--- src/rtl/zbm_pkg.sv ---
package zbm_pkg;
  localparam int ZONES  = 4;
  localparam int ADDR_W = 4;
  localparam int DATA_W = 32;
  localparam int HIT_W  = 8;

  typedef logic [1:0] zone_t;

  typedef enum logic [ADDR_W-1:0] {
    A_ENABLE  = 4'd0,
    A_CLEAR   = 4'd1,
    A_WINDOW  = 4'd2,
    A_THR_LO  = 4'd3,
    A_THR_MED = 4'd4,
    A_THR_HI  = 4'd5,
    A_ACTIONS = 4'd6,
    A_HITLIM  = 4'd7,
    A_STATUS  = 4'd8,
    A_IRQ_EN  = 4'd9,
    A_IRQ_CLR = 4'd10,
    A_MAX0    = 4'd11,
    A_MAX1    = 4'd12,
    A_MAX2    = 4'd13,
    A_MAX3    = 4'd14
  } reg_addr_e;
endpackage

--- src/rtl/zbm_window.sv ---
module zbm_window #(
  parameter int WIN_W     = 24,
  parameter int CNT_W     = 12,
  parameter int BYTE_W    = 16,
  parameter int UNIT_LOG2 = 16
) (
  input  logic              clk,
  input  logic              rst_n,
  input  logic              run,
  input  logic              restart,
  input  logic              tick,
  input  logic              in_valid,
  input  logic [BYTE_W-1:0] in_bytes,
  input  logic [WIN_W-1:0]  win_len,
  output logic              win_end,
  output logic [CNT_W-1:0]  win_count
);
  localparam int ACC_W = CNT_W + UNIT_LOG2;
  localparam int SUM_W = ((ACC_W > BYTE_W) ? ACC_W : BYTE_W) + 1;

  logic [ACC_W-1:0] acc_q, acc_d, acc_sat;
  logic [SUM_W-1:0] sum;
  logic [WIN_W-1:0] tmr_q, tmr_d;
  logic [WIN_W:0]   tmr_next;
  logic             acc_en, tmr_en;

  always_comb begin
    sum      = SUM_W'(acc_q) + ((run && in_valid) ? SUM_W'(in_bytes) : '0);
    acc_sat  = (sum > SUM_W'({ACC_W{1'b1}})) ? {ACC_W{1'b1}} : sum[ACC_W-1:0];
    tmr_next = {1'b0, tmr_q} + (WIN_W+1)'(1);
    win_end  = run && tick && (tmr_next >= {1'b0, win_len});
    win_count = acc_sat[ACC_W-1:UNIT_LOG2];

    acc_en = restart | run;
    acc_d  = (restart || win_end) ? '0 : acc_sat;
    tmr_en = restart | (run & tick);
    tmr_d  = (restart || win_end) ? '0 : tmr_next[WIN_W-1:0];
  end

  always_ff @(posedge clk or negedge rst_n) begin
    if (!rst_n) begin
      acc_q <= '0;
      tmr_q <= '0;
    end else begin
      if (acc_en) acc_q <= acc_d;
      if (tmr_en) tmr_q <= tmr_d;
    end
  end
endmodule

--- src/rtl/zbm_zone_engine.sv ---
module zbm_zone_engine
  import zbm_pkg::*;
#(
  parameter int CNT_W = 12
) (
  input  logic                        clk,
  input  logic                        rst_n,
  input  logic                        win_end,
  input  logic [CNT_W-1:0]            win_count,
  input  logic [CNT_W-1:0]            thr_lo,
  input  logic [CNT_W-1:0]            thr_med,
  input  logic [CNT_W-1:0]            thr_hi,
  input  logic [DATA_W-1:0]           actions,
  input  logic [DATA_W-1:0]           hit_lim,
  input  logic                        clr_hits,
  input  logic                        clr_max,
  input  logic [ZONES-1:0]            status_clr,
  output logic [ZONES-1:0]            status,
  output logic [ZONES-1:0][CNT_W-1:0] zone_max
);
  zone_t            zone;
  logic [HIT_W-1:0] act_f, lim_z;
  logic [HIT_W-1:0] hit_nx [ZONES];
  logic [ZONES-1:0] set_vec, status_d, status_q;
  logic             status_en;

  always_comb begin
    if (win_count >= thr_hi)       zone = 2'd3;
    else if (win_count >= thr_med) zone = 2'd2;
    else if (win_count >= thr_lo)  zone = 2'd1;
    else                           zone = 2'd0;
    act_f = actions[{zone, 3'b000} +: HIT_W];
    lim_z = hit_lim[{zone, 3'b000} +: HIT_W];
  end

  for (genvar j = 0; j < ZONES; j++) begin : g_zone
    logic [HIT_W-1:0] h_q, h_d;
    logic [CNT_W-1:0] m_q, m_d;
    logic             h_en, m_en;

    always_comb begin
      h_d = h_q;
      if (clr_hits)                                        h_d = '0;
      else if (win_end && act_f[2*j])                      h_d = '0;
      else if (win_end && act_f[2*j+1] && (h_q != '1))     h_d = h_q + 1'b1;
      h_en = clr_hits | win_end;

      m_d = m_q;
      if (clr_max)                                                m_d = '0;
      else if (win_end && (zone == zone_t'(j)) && (win_count > m_q)) m_d = win_count;
      m_en = clr_max | win_end;
    end

    always_ff @(posedge clk or negedge rst_n) begin
      if (!rst_n) begin
        h_q <= '0;
        m_q <= '0;
      end else begin
        if (h_en) h_q <= h_d;
        if (m_en) m_q <= m_d;
      end
    end

    assign hit_nx[j]   = h_d;
    assign zone_max[j] = m_q;
  end

  always_comb begin
    set_vec = '0;
    if (win_end && (lim_z != '1) && (hit_nx[zone] >= lim_z)) set_vec[zone] = 1'b1;
    status_d  = (status_q & ~status_clr) | set_vec;
    status_en = win_end | (|status_clr);
  end

  always_ff @(posedge clk or negedge rst_n) begin
    if (!rst_n)         status_q <= '0;
    else if (status_en) status_q <= status_d;
  end

  assign status = status_q;
endmodule

--- src/rtl/zbm_regfile.sv ---
module zbm_regfile
  import zbm_pkg::*;
#(
  parameter int WIN_W = 24,
  parameter int CNT_W = 12
) (
  input  logic                        clk,
  input  logic                        rst_n,
  input  logic                        reg_wr,
  input  logic [ADDR_W-1:0]           reg_addr,
  input  logic [DATA_W-1:0]           reg_wdata,
  output logic [DATA_W-1:0]           reg_rdata,
  input  logic [ZONES-1:0]            status,
  input  logic [ZONES-1:0][CNT_W-1:0] zone_max,
  output logic                        run_en,
  output logic [WIN_W-1:0]            win_len,
  output logic [CNT_W-1:0]            thr_lo,
  output logic [CNT_W-1:0]            thr_med,
  output logic [CNT_W-1:0]            thr_hi,
  output logic [DATA_W-1:0]           actions,
  output logic [DATA_W-1:0]           hit_lim,
  output logic [ZONES-1:0]            irq_en,
  output logic                        clr_hits,
  output logic                        clr_max,
  output logic [ZONES-1:0]            status_clr
);
  logic we_en, we_win, we_lo, we_med, we_hi, we_act, we_lim, we_ien, we_clr, we_iclr;

  always_comb begin
    we_en   = reg_wr && (reg_addr == A_ENABLE);
    we_clr  = reg_wr && (reg_addr == A_CLEAR);
    we_win  = reg_wr && (reg_addr == A_WINDOW);
    we_lo   = reg_wr && (reg_addr == A_THR_LO);
    we_med  = reg_wr && (reg_addr == A_THR_MED);
    we_hi   = reg_wr && (reg_addr == A_THR_HI);
    we_act  = reg_wr && (reg_addr == A_ACTIONS);
    we_lim  = reg_wr && (reg_addr == A_HITLIM);
    we_ien  = reg_wr && (reg_addr == A_IRQ_EN);
    we_iclr = reg_wr && (reg_addr == A_IRQ_CLR);

    clr_hits   = we_clr && (reg_wdata[0] || reg_wdata[1]);
    clr_max    = we_clr && reg_wdata[1];
    status_clr = we_iclr ? reg_wdata[ZONES-1:0] : '0;
  end

  always_ff @(posedge clk or negedge rst_n) begin
    if (!rst_n) begin
      run_en  <= 1'b0;
      win_len <= '0;
      thr_lo  <= '0;
      thr_med <= '0;
      thr_hi  <= '0;
      actions <= '0;
      hit_lim <= '0;
      irq_en  <= '0;
    end else begin
      if (we_en)  run_en  <= reg_wdata[0];
      if (we_win) win_len <= reg_wdata[WIN_W-1:0];
      if (we_lo)  thr_lo  <= reg_wdata[CNT_W-1:0];
      if (we_med) thr_med <= reg_wdata[CNT_W-1:0];
      if (we_hi)  thr_hi  <= reg_wdata[CNT_W-1:0];
      if (we_act) actions <= reg_wdata;
      if (we_lim) hit_lim <= reg_wdata;
      if (we_ien) irq_en  <= reg_wdata[ZONES-1:0];
    end
  end

  always_comb begin
    reg_rdata = '0;
    case (reg_addr)
      A_ENABLE:  reg_rdata = DATA_W'(run_en);
      A_WINDOW:  reg_rdata = DATA_W'(win_len);
      A_THR_LO:  reg_rdata = DATA_W'(thr_lo);
      A_THR_MED: reg_rdata = DATA_W'(thr_med);
      A_THR_HI:  reg_rdata = DATA_W'(thr_hi);
      A_ACTIONS: reg_rdata = actions;
      A_HITLIM:  reg_rdata = hit_lim;
      A_STATUS:  reg_rdata = DATA_W'(status);
      A_IRQ_EN:  reg_rdata = DATA_W'(irq_en);
      A_MAX0:    reg_rdata = DATA_W'(zone_max[0]);
      A_MAX1:    reg_rdata = DATA_W'(zone_max[1]);
      A_MAX2:    reg_rdata = DATA_W'(zone_max[2]);
      A_MAX3:    reg_rdata = DATA_W'(zone_max[3]);
      default:   reg_rdata = '0;
    endcase
  end
endmodule

--- src/rtl/zone_bw_monitor.sv ---
module zone_bw_monitor
  import zbm_pkg::*;
#(
  parameter int WIN_W     = 24,
  parameter int CNT_W     = 12,
  parameter int BYTE_W    = 16,
  parameter int UNIT_LOG2 = 16
) (
  input  logic              clk,
  input  logic              rst_n,
  input  logic              sample_tick,
  input  logic              in_valid,
  input  logic [BYTE_W-1:0] in_bytes,
  input  logic              reg_wr,
  input  logic [3:0]        reg_addr,
  input  logic [31:0]       reg_wdata,
  output logic [31:0]       reg_rdata,
  output logic              irq
);
  logic [1:0]                 rst_pipe;
  logic                       rst_n_s;
  logic                       run_en, clr_hits, clr_max, win_end;
  logic [WIN_W-1:0]           win_len;
  logic [CNT_W-1:0]           thr_lo, thr_med, thr_hi, win_count;
  logic [DATA_W-1:0]          actions, hit_lim;
  logic [ZONES-1:0]           irq_en, status, status_clr;
  logic [ZONES-1:0][CNT_W-1:0] zone_max;

  always_ff @(posedge clk or negedge rst_n) begin
    if (!rst_n) rst_pipe <= '0;
    else        rst_pipe <= {rst_pipe[0], 1'b1};
  end
  assign rst_n_s = rst_pipe[1];

  zbm_regfile #(.WIN_W(WIN_W), .CNT_W(CNT_W)) u_regs (
    .clk(clk), .rst_n(rst_n_s),
    .reg_wr(reg_wr), .reg_addr(reg_addr), .reg_wdata(reg_wdata), .reg_rdata(reg_rdata),
    .status(status), .zone_max(zone_max),
    .run_en(run_en), .win_len(win_len),
    .thr_lo(thr_lo), .thr_med(thr_med), .thr_hi(thr_hi),
    .actions(actions), .hit_lim(hit_lim), .irq_en(irq_en),
    .clr_hits(clr_hits), .clr_max(clr_max), .status_clr(status_clr)
  );

  zbm_window #(.WIN_W(WIN_W), .CNT_W(CNT_W), .BYTE_W(BYTE_W), .UNIT_LOG2(UNIT_LOG2)) u_win (
    .clk(clk), .rst_n(rst_n_s),
    .run(run_en), .restart(clr_hits), .tick(sample_tick),
    .in_valid(in_valid), .in_bytes(in_bytes), .win_len(win_len),
    .win_end(win_end), .win_count(win_count)
  );

  zbm_zone_engine #(.CNT_W(CNT_W)) u_zone (
    .clk(clk), .rst_n(rst_n_s),
    .win_end(win_end), .win_count(win_count),
    .thr_lo(thr_lo), .thr_med(thr_med), .thr_hi(thr_hi),
    .actions(actions), .hit_lim(hit_lim),
    .clr_hits(clr_hits), .clr_max(clr_max), .status_clr(status_clr),
    .status(status), .zone_max(zone_max)
  );

  assign irq = |(status & irq_en);
endmodule

--- config.mk ---
export PLATFORM = sky130hd
export DESIGN_NAME = zone_bw_monitor
export DESIGN_NICKNAME = d
export VERILOG_FILES = /design/src/rtl/zbm_pkg.sv /design/src/rtl/zbm_window.sv /design/src/rtl/zbm_zone_engine.sv /design/src/rtl/zbm_regfile.sv /design/src/rtl/zone_bw_monitor.sv
export SDC_FILE = /design/constraint.sdc
export NUM_CORES = 1
export LEC_CHECK = 0
export ABC_AREA = 1
export BUFFER_PORTS_ARGS = -buffer_cell sky130_fd_sc_hd__buf_4
export CORE_MARGIN = 3
export CORE_UTILIZATION = 60
export DETAILED_ROUTE_END_ITERATION = 8
export PLACE_DENSITY = 0.81
export SYNTH_ARGS = -nofsm -noshare
export SYNTH_HDL_FRONTEND = slang
export SYNTH_SLANG_ARGS = --single-unit
export TNS_END_PERCENT = 30
--- constraint.sdc ---
create_clock -name clk -period 9.3 [get_ports clk]
set_clock_uncertainty 0.1 [all_clocks]
set_input_delay 0.93 -clock clk [delete_from_list [all_inputs] [get_ports clk]]
set_output_delay 0.93 -clock clk [all_outputs]
set_load 0.005 [all_outputs]
Word-level counts from Yosys, hierarchy flattened
Index checks and enable logic that the tools add are counted.

cells by class
  $add $sub $neg = 6
  $mul = 0
  divide/modulo/power cells = 0
  order comparisons = 13
  eq/ne operators = 22
  shift-type cells = 2
  multiplexer cells = 35
  bitwise operators = 11
  reductions and logical operators = 52

operator list
  cell                     number
  $pmux W32 S13            1
  $mux W8                  14
  $mux W12                 8
  $shiftx A32 B6 Y8        2
  $mux W28                 2
  $gt A12 B12 Y1           4
  $ne A8 B8 Y1 const B     5
  $logic_and A1 B1 Y1      38
  $ge A12 B12 Y1           3
  $add A8 B1 Y8 const B    4
  $add A28 B29 Y29         1
  $gt A29 B28 Y1 const B   1
  $eq A4 B4 Y1 const B     7
  $add A24 B1 Y25 const B  1
  $ge A25 B24 Y1           1
  $mux W24                 1
  $bmux W8 S2              1
  $eq A4 B3 Y1 const B     4
  $mux W16                 1
  $and A4 B4 Y4            2
  $eq A4 B2 Y1 const B     2
  $ge A8 B8 Y1             1
  $mux W4                  2
  $reduce_and A2 Y1        4
  other kinds (19)         31

storage, ports and cells
  bits in registers = 267
  latch bits = 0
  RAM bits = 0
  memory bits (read-only) = 0
  input port bits = 57
  word-level logic and storage cells = 161
  memories = 0

Logic depth before layout (Yosys ltp)
Gate-level depths: netlist of the first run.

  depth in word-level cells = 22
  mapped depth = 42

Hierarchy
Synthesis of the first run repeated with hierarchy kept, for this count alone.

unflattened totals
  cell total of the unflattened synthesis = 2,620
  area, all modules = 18,572.8 µm²

by module, submodules not included
  module           instances  cells each  area an instance (µm²)  seq. area each (µm²)
  zbm_zone_engine  1          1,035       7,255.7                 2,102.0
  zbm_regfile      1          801         6,175.9                 3,228.1
  zbm_window       1          772         5,053.6                 1,301.2
  zone_bw_monitor  1          12          87.6                    50.0

Worst setup path after synthesis of the first run
OpenSTA, ideal clock, no wires.

  kind = input port to flip-flop
  from = input port in_valid
  to = register u_zone.status_q[0], in the netlist u_zone.status[0]
  setup time = 119 ps
  data arrival time = 5,910 ps
  data required time = 9,081 ps
  slack = 3,171 ps
  cell stages on the path = 39
  cell sequence = nand2_1 > clkbuf_1 > nor2_1 > ha_1 > inv_1 > fa_1 > o21ai_1 > a21oi_1 > o21bai_1 > a21boi_1 > o21ai_1 > nand2_1 > nand2_1 > nand3_1 > ha_1 > nand2_1 > inv_1 > nand2_1 > [... 3 more ...] > nor2_4 > nand2_2 > inv_2 > buf_4 > nand2_1 > o211ai_1 > nand2_2 > nand3_1 > inv_2 > a21oi_1 > nand2_1 > ha_1 > a21oi_1 > o21ai_0 > nand2_1 > o2111ai_1 > nand4_1 > nand2_1

on the way
  word-level cells in the longest chain between the ends = 22
  elaborated cells on any way between the ends = 52
  those cells by class = add/sub (1); order compare (7); eq/ne (1); shift (2); mux (23); bitwise (2); reduce/logical (16)

ends and longest elaborated chain
  element                                     RTL line               source
  start: declaration                          zone_bw_monitor.sv:12  input logic in_valid,
  $logic_and A1 B1 Y1 (*)                     zbm_window.sv:28       sum = SUM_W'(acc_q) + ((run && in_valid) ? SUM_W'(in_bytes) : '0);
  $mux W16 (*)                                zbm_window.sv:28
  $add A28 B29 Y29 (*)                        zbm_window.sv:28
  $gt A29 B28 Y1                              zbm_window.sv:29       acc_sat = (sum > SUM_W'({ACC_W{1'b1}})) ? {ACC_W{1'b1}} : sum[ACC_W-1:0];
  $mux W28 (*)                                zbm_window.sv:29
  $ge A12 B12 Y1                              zbm_zone_engine.sv:30  else if (win_count >= thr_lo) zone = 2'd1;
  $mux W1                                     zbm_zone_engine.sv:30
  $mux W2                                     zbm_zone_engine.sv:29  else if (win_count >= thr_med) zone = 2'd2;
  [... 5 more ...]                            n/a
  $mux W8                                     zbm_zone_engine.sv:44  else if (win_end && act_f[2*j]) h_d = '0;
  $mux W8                                     zbm_zone_engine.sv:43  if (clr_hits) h_d = '0;
  $bmux W8 S2                                 zbm_zone_engine.sv:70  if (win_end && (lim_z != '1) && (hit_nx[zone] >= lim_z)) set_vec[zone] = 1'b1;
  $mux W8 (not written as such) (2 in a row)  zbm_zone_engine.sv:70
  $ge A8 B8 Y1                                zbm_zone_engine.sv:70
  $logic_and A1 B1 Y1                         zbm_zone_engine.sv:70
  $mux W4 (*)                                 zbm_zone_engine.sv:70
  $or A4 B4 Y4 (*)                            zbm_zone_engine.sv:71  status_d = (status_q & ~status_clr) | set_vec;
  end signal: assignment                      zbm_zone_engine.sv:77  else if (status_en) status_q <= status_d;
  end: declaration                            zbm_zone_engine.sv:24  logic [ZONES-1:0] set_vec, status_d, status_q;

Every way passes the cells marked *; elsewhere a longest branch is shown, timed or not. The select of a mux whose other input is x is not followed.
A chain may end at the register's enable or synchronous reset.

Worst setup path in the final report of the first run
  from = register u_regs.run_en
  to = register u_zone.status_q[3], in the netlist u_zone.status[3]

on the way
  word-level cells in the longest chain between the ends = 22
  elaborated cells on any way between the ends = 55
  those cells by class = add/sub (1); order compare (7); eq/ne (1); shift (2); mux (23); bitwise (3); reduce/logical (18)

ends and longest elaborated chain
  element                                     RTL line               source
  start: declaration                          zbm_regfile.sv:15      output logic run_en,
  start signal: assignment                    zbm_regfile.sv:57      if (we_en) run_en <= reg_wdata[0];
  $logic_and A1 B1 Y1                         zbm_window.sv:28
  $mux W16                                    zbm_window.sv:28
  $add A28 B29 Y29                            zbm_window.sv:28
  $gt A29 B28 Y1                              zbm_window.sv:29
  $mux W28                                    zbm_window.sv:29
  $ge A12 B12 Y1                              zbm_zone_engine.sv:30
  $mux W1                                     zbm_zone_engine.sv:30
  $mux W2                                     zbm_zone_engine.sv:29
  [... 5 more ...]                            n/a
  $mux W8                                     zbm_zone_engine.sv:44
  $mux W8                                     zbm_zone_engine.sv:43
  $bmux W8 S2                                 zbm_zone_engine.sv:70
  $mux W8 (not written as such) (2 in a row)  zbm_zone_engine.sv:70
  $ge A8 B8 Y1                                zbm_zone_engine.sv:70
  $logic_and A1 B1 Y1                         zbm_zone_engine.sv:70
  $mux W4                                     zbm_zone_engine.sv:70
  $or A4 B4 Y4                                zbm_zone_engine.sv:71

Parallel ways exist; a longest one is shown, timed or not. The select of a mux whose other input is x is not followed.

==> results of run 1 <==
==> how the worst max path moves through the flow <==
| stage | slack, ns | cells after the start | from | endpoint |
|---|---|---|---|---|
| 2_1_floorplan | 1.21 | 0 | rst_pipe[1] | u_regs.actions[0] |
| 3_3_place_gp | 1.64 | 39 | in_valid | u_zone.status[3] |
| 3_5_place_dp | 1.29 | 38 | in_valid | u_zone.status[3] |
| 4_1_cts | 1.56 | 37 | u_regs.run_en | u_zone.status[3] |
| 5_1_grt | 0.59 | 37 | u_regs.run_en | u_zone.status[3] |
| 6_report | 1.45 | 37 | u_regs.run_en | u_zone.status[3] |
==> cell type report <==
cell class,instances,area (sq um)
timing repair buffer,99,756
multi-input combinational,1648,9230
fill,2366,9100
tap,384,480
clock inverter,15,259
sequential,267,6690
inverter,377,1420
clock buffer,38,852
==> cell families after synthesis <==
group,synth area share
AND/OR/NAND/NOR,0.246
other,0.000213
XOR/XNOR,0.0298
flip-flops,0.379
multiplexers,0.000569
buffers and inverters,0.0975
adder cells (fa/ha/maj),0.0985
AO/OA/AOI/OAI,0.148
==> synthesized netlist by cell type, drive strengths merged (8+ instances only) <==
library cell / count / share of area
o21ai: 263 / 0.076
clkbuf: 43 / 0.0092
nand3b: 8 / 0.0034
inv: 373 / 0.080
ha: 137 / 0.097
dfrtp: 267 / 0.38
o211ai: 17 / 0.0072
nand4: 38 / 0.014
o22ai: 43 / 0.015
a21oi: 83 / 0.024
nor2: 151 / 0.037
nor3: 26 / 0.0077
xnor2: 15 / 0.0075
buf: 18 / 0.0078
nand3: 150 / 0.045
xor2: 45 / 0.022
nand2: 601 / 0.13
a221oi: 14 / 0.0070
==> metal layers <==
metal / vias up / share of wire
li1: 7862 / -
met1: 7942 / 0.41
met2: 887 / 0.45
met3: 191 / 0.097
met4: 0 / 0.045
met5: - / 0
==> critical path, delay by kind of cell (launching register included) <==
family / cells / cell delay [ns]
buffers and inverters: 4 / 0.81
flip-flops: 1 / 0.62
adder cells (fa/ha/maj): 4 / 1.12
AND/OR/NAND/NOR: 22 / 3.79
AO/OA/AOI/OAI: 7 / 1.27
==> flip-flops by register name (all words and copies together) (netlist names), 12 cells and up <==
name	count
u_win.acc_q	28
u_regs.hit_lim	32
u_regs.win_len	24
u_zone.g_zone.h_q	32
u_regs.thr_med	12
u_win.tmr_q	24
u_regs.thr_hi	12
u_regs.thr_lo	12
u_zone.g_zone.m_q	48
u_regs.actions	32
==> power by group through the flow <==
stage | sequential, mW | combinational (mW) | clock, mW
after floorplan | 1.56 | 1.26 | 0
after global placement | 1.61 | 1.67 | 0
after detailed placement | 1.62 | 1.73 | 0
after CTS | 1.61 | 1.75 | 1.34
after global routing | 1.64 | 2.00 | 1.40
final | 1.62 | 1.78 | 1.33
==> run_results.csv, run 1 <==
group,metric,value,unit
run_status,status,"finished, final reports clean",
job,cap_violations,0,
pwr,ir_worst_vdd,199,uV
timing,setup_viol,0,
routing,drc_errors,0,
cts,path_clk_slew,0.06,ns
cells_and_area,design_area,0.0197,sq mm
timing,maxSlewViolCount,0,
logic_synthesis,synth.distinct_cells,59,
cts,clock_latency,0.56,ns
timing,rsz0062_at_grt,"false",
placed_design,dp_cells,2775,
logic_synthesis,synth_edf_count,0,
cells_and_area,final_common_cell,"nand2_1",
logic_synthesis,async_reset_ff_frac,1.00,
global_routing,grt_pass1_wl,83.5,mm
pwr,pwr-share-comb,0.377,
routing,drtIter0Drc,2026,
critical_path,crit_required,9.64,ns
timing,finalHoldViolCount,0,
routing,wirelength,53.1,mm
pwr,power.density,241,mW/mm^2
critical_path,cp-start-kind,"register",
global_routing,gr-usage-all-layers,0.333,
floorplan,core-area,0.0288,sq mm
logic_synthesis,yosysWarningCount,0,
cts,hold_buffers,0,
pwr,internal-power,2.84,mW
logic_synthesis,synth_seq_cells,267,
pwr,switchingPower,1.89,mW
timing,min_period,7.85,ns
critical_path,crit_fanout,15,
routing,first_pass_iters,6,
routing,routedWlPerCell,18.8,um
routing,vias,16900,
floorplan,ios,90,
timing,hold_ws,0.0368,ns
routing,ant_nets,0,
timing,tns,0,ns
floorplan,die_w,177,um
critical_path,reg2reg_depth,37,
critical_path,worstReg2RegStart,"u_regs.run_en",
cts,post-cts-setup-buffers,0,
floorplan,num_rows,62,
pwr,power.share.sequential,0.342,
global_routing,grt_pass1_vias,16000,
cts,cts_tree,"built",
timing,fin_crit_sh,0.844,
global_routing,gr-usage-met1,0.456,
cts,cts_root_buf,"clkbuf_16",
logic_synthesis,synth_fp_nets,2548,
floorplan,start_util,0.612,
timing,fmax,127,MHz
cts,postCtsResizedCells,0,
cells_and_area,fin_cells,2828,
floorplan,die-area,0.0314,sq mm
placed_design,place.gp.congestion,1.01,
global_routing,met3_usage,0.0567,
global_routing,grt_max_degree,151,
cts,numCtsBuffers,30,
critical_path,cp_slowest_cell,"dfrtp_1",
cts,max-clock-path-buffers,3,
cells_and_area,fin_nets,2618,
logic_synthesis,ys_seq_area_frac,0.379,
global_routing,grtUsageMet2,0.531,
cts,cts_htree_levels,1,
critical_path,cp_data_arrival_time,8.20,ns
placed_design,port_buffers,89,
critical_path,max_stage_delay,0.62,ns
critical_path,critPathKind,"reg2reg",
timing,maxSlewHeadroom,0.198,
pwr,p_sw_frac,0.399,
placed_design,hpwlAfterDp,39.2,mm
cells_and_area,antennaDiodeCount,0,
critical_path,critPathCaptureType,"register",
global_routing,grt.overflow.total,0,
cells_and_area,final_util,0.684,
placed_design,dpl_cell_area,0.0186,sq mm
floorplan,dieHeight,177,um
cells_and_area,drive_above_1_share,0.0917,
critical_path,crit_top_cell,"nand2_1",
global_routing,antenna_found_initial,0,
logic_synthesis,synth_area,0.0176,sq mm
logic_synthesis,syn_area_per_cell,7.48,sq um
placed_design,place_ws,1.29,ns
timing,tightest_slew,1.20,ns
pwr,fin_total_pwr,4.73,mW
pwr,p_leak,10.0,nW
critical_path,regToRegSetupSlack,1.45,ns
min_path,hold_path.class,"in2async",
critical_path,regToRegEndpoint,"u_zone.status[3]",
global_routing,top_usage_layer,"met2",
cts,cts.sinks,267,
logic_synthesis,syn_inst,2353,
timing,final.setup.worst_slack,1.45,ns
cells_and_area,layout_common_cells,"nand2_1 (573), inv_1 (364), dfrtp_1 (266), o21ai_0 (208), nand3_1 (142)",
routing,routed_via_density,5.97,
logic_synthesis,ys.flop_type,"dfrtp_1",
cells_and_area,area.growth.synth_to_final,11.8,%
pwr,pwr-share-clk,0.282,
Note: power is estimated with default switching activity, not from simulation.
==> run 2: changes to the inputs <==
--- a/config.mk
+++ b/config.mk
@@ -8,7 +8,7 @@
 export ABC_AREA = 1
 export BUFFER_PORTS_ARGS = -buffer_cell sky130_fd_sc_hd__buf_4
 export CORE_MARGIN = 3
-export CORE_UTILIZATION = 60
+export CORE_UTILIZATION = 57
 export DETAILED_ROUTE_END_ITERATION = 8
 export PLACE_DENSITY = 0.81
 export SYNTH_ARGS = -nofsm -noshare
==> constraint.sdc (replaced) <==
create_clock -name clk -period 7.05 [get_ports clk]
set_clock_uncertainty 0.1 [all_clocks]
set_input_delay 0.705 -clock clk [delete_from_list [all_inputs] [get_ports clk]]
set_output_delay 0.705 -clock clk [all_outputs]
set_load 0.005 [all_outputs]
==> run_results.csv, run 2 (synthesis gave the netlist of run 1 again) <==
group,metric,value,unit
run_status,status,"finished, final reports clean",
timing,min_period,6.49,ns
global_routing,antenna_found_initial,0,
critical_path,cp_data_arrival_time,6.89,ns
cells_and_area,nFillCells,2532,
routing,vias,16700,
critical_path,max_stage_delay,0.45,ns
pwr,fin_total_pwr,6.21,mW
routing,first_pass_iters,9,
cells_and_area,drive_above_1_share,0.0991,
routing,routedWlPerCell,19.1,um
cells_and_area,area.growth.synth_to_final,12.3,%
timing,setup_viol,0,
timing,maxSlewViolCount,0,
pwr,power.density,314,mW/mm^2
cells_and_area,antennaDiodeCount,0,
cts,cts_root_buf,"clkbuf_16",
global_routing,grt_pass1_vias,16100,
global_routing,grt_pass1_wl,85.8,mm
critical_path,cp-start-kind,"register",
min_path,hold_path.class,"in2reg",
floorplan,dieHeight,182,um
cells_and_area,design_area,0.0198,sq mm
routing,ant_nets,0,
timing,tightest_slew,1.27,ns
critical_path,critPathKind,"reg2reg",
placed_design,dpl_cell_area,0.0187,sq mm
routing,wirelength,54.4,mm
cells_and_area,fin_cells,2853,
routing,routed_via_density,5.86,
cells_and_area,largest_reg_flops,48,
floorplan,num_rows,63,
cells_and_area,regMostFlops,"u_zone.g_zone.m_q",
cts,cts_htree_levels,1,
floorplan,die_w,182,um
cells_and_area,final_common_cell,"nand2_1",
routing,drtIter0Drc,1891,
critical_path,cp_num_cells,36,
global_routing,gr-usage-all-layers,0.322,
critical_path,crit_required,7.45,ns
floorplan,ios,90,
placed_design,place.gp.congestion,1.01,
critical_path,worstReg2RegStart,"u_regs.run_en",
cells_and_area,layout_common_cells,"nand2_1 (573), inv_1 (364), dfrtp_1 (266), o21ai_0 (208), nand3_1 (142)",
global_routing,grt.overflow.total,0,
placed_design,dp_cells,2796,
critical_path,regToRegEndpoint,"u_zone.status[2]",
cells_and_area,regArea,0.00669,sq mm
cells_and_area,multi_input_area,0.00923,sq mm
routing,drc_errors,0,
placed_design,port_buffers,89,
critical_path,crit_start,"u_regs.run_en",
critical_path,path_buf_inv,4,
job,cap_violations,0,
timing,tns,0,ns
cts,post-cts-setup-buffers,0,
critical_path,crit_fanout,14,
pwr,p_leak,10.1,nW
critical_path,endpoint,"u_zone.status[2]",
cts,clock_latency,0.58,ns
cts,max-clock-path-buffers,3,
timing,maxSlewHeadroom,0.153,
timing,fin_crit_sh,0.921,
global_routing,grt_max_degree,154,
floorplan,core-area,0.0300,sq mm
critical_path,regToRegSetupSlack,0.56,ns
timing,fmax,154,MHz
critical_path,critPathCaptureType,"register",
placed_design,hpwlAfterDp,40.6,mm
floorplan,die-area,0.0330,sq mm
timing,rsz0062_at_grt,"false",
timing,final.setup.worst_slack,0.560,ns
timing,finalHoldViolCount,0,
cts,numCtsBuffers,30,
pwr,ir_worst_vdd,228,uV
critical_path,cp_slowest_cell,"ha_1",
critical_path,crit_family,"simple AND/OR/NAND/NOR gates",
cts,path_clk_slew,0.06,ns
cts,cts_tree,"built",
placed_design,place_ws,0.251,ns
critical_path,crit_top_cell,"nand2_1",
timing,hold_ws,0.238,ns
critical_path,reg2reg_depth,36,
floorplan,start_util,0.586,
cells_and_area,fin_nets,2634,
cts,cts.sinks,267,
cells_and_area,final_util,0.659,
## run 2: changes by cell type in the layout (fill, tap and decap cells not counted)
cell           before  now
clkinv_4            0    4
clkinv_2            7   10
clkinv_8            0    1
clkbuf_8            5    2
buf_4              98  113
clkbuf_1            2    0
clkbuf_16          31   30
dlygate4sd3_1       0    1
clkinvlp_4          1    4
inv_8               1    0
bufinv_16           7    6
## run 2: how the worst min path moves through the flow
stage                                  end  slack, ns    startpoint  depth (start not counted)
after floorplan                rst_pipe[1]       0.23   rst_pipe[0]                          0
after global placement         rst_pipe[1]       0.24   rst_pipe[0]                          0
after detailed placement       rst_pipe[1]       0.25   rst_pipe[0]                          0
after CTS                 u_regs.thr_hi[4]       0.23  reg_wdata[4]                          3
after global routing      u_regs.thr_hi[9]       0.25  reg_wdata[9]                          3
final                     u_regs.thr_hi[6]       0.24  reg_wdata[6]                          3
## run 2: what timing repair did
action	in CTS	in global routing
hold endpoints to repair	2	0
resized for setup	0	0
endpoints found under the setup margin	0	0
hold buffers	1	0
## run 2: area by class of cell
cell class | count | area share
multi-input combinational | 1648 | 0.467
sequential | 267 | 0.338
inverter | 377 | 0.0716
timing repair buffer | 115 | 0.0444
clock buffer | 32 | 0.0393
tap | 390 | 0.0247
clock inverter | 24 | 0.0155
## run 2: metal layers
layer	up-vias	GRT usage	share of wire
li1	7903	-	-
met1	7806	0.452	0.43
met2	868	0.517	0.45
met3	142	0.0453	0.088
met4	0	0.109	0.038
met5	-	0	0
## run 2: worst register-to-register path, delay by kind of cell, from the launching register on
kind,cells,cell delay (ns)
fa+ha+maj,3,1.06
buf+inv,4,0.51
simple gates,23,3.21
flops,1,0.39
compound gates,6,1.18
## run 2: power breakdown
| part | switching, mW | internal, mW |
|---|---|---|
| registers | 0.281 | 1.84 |
| clock network | 0.695 | 1.02 |
| logic | 1.54 | 0.825 |
| total | 2.52 | 3.69 |
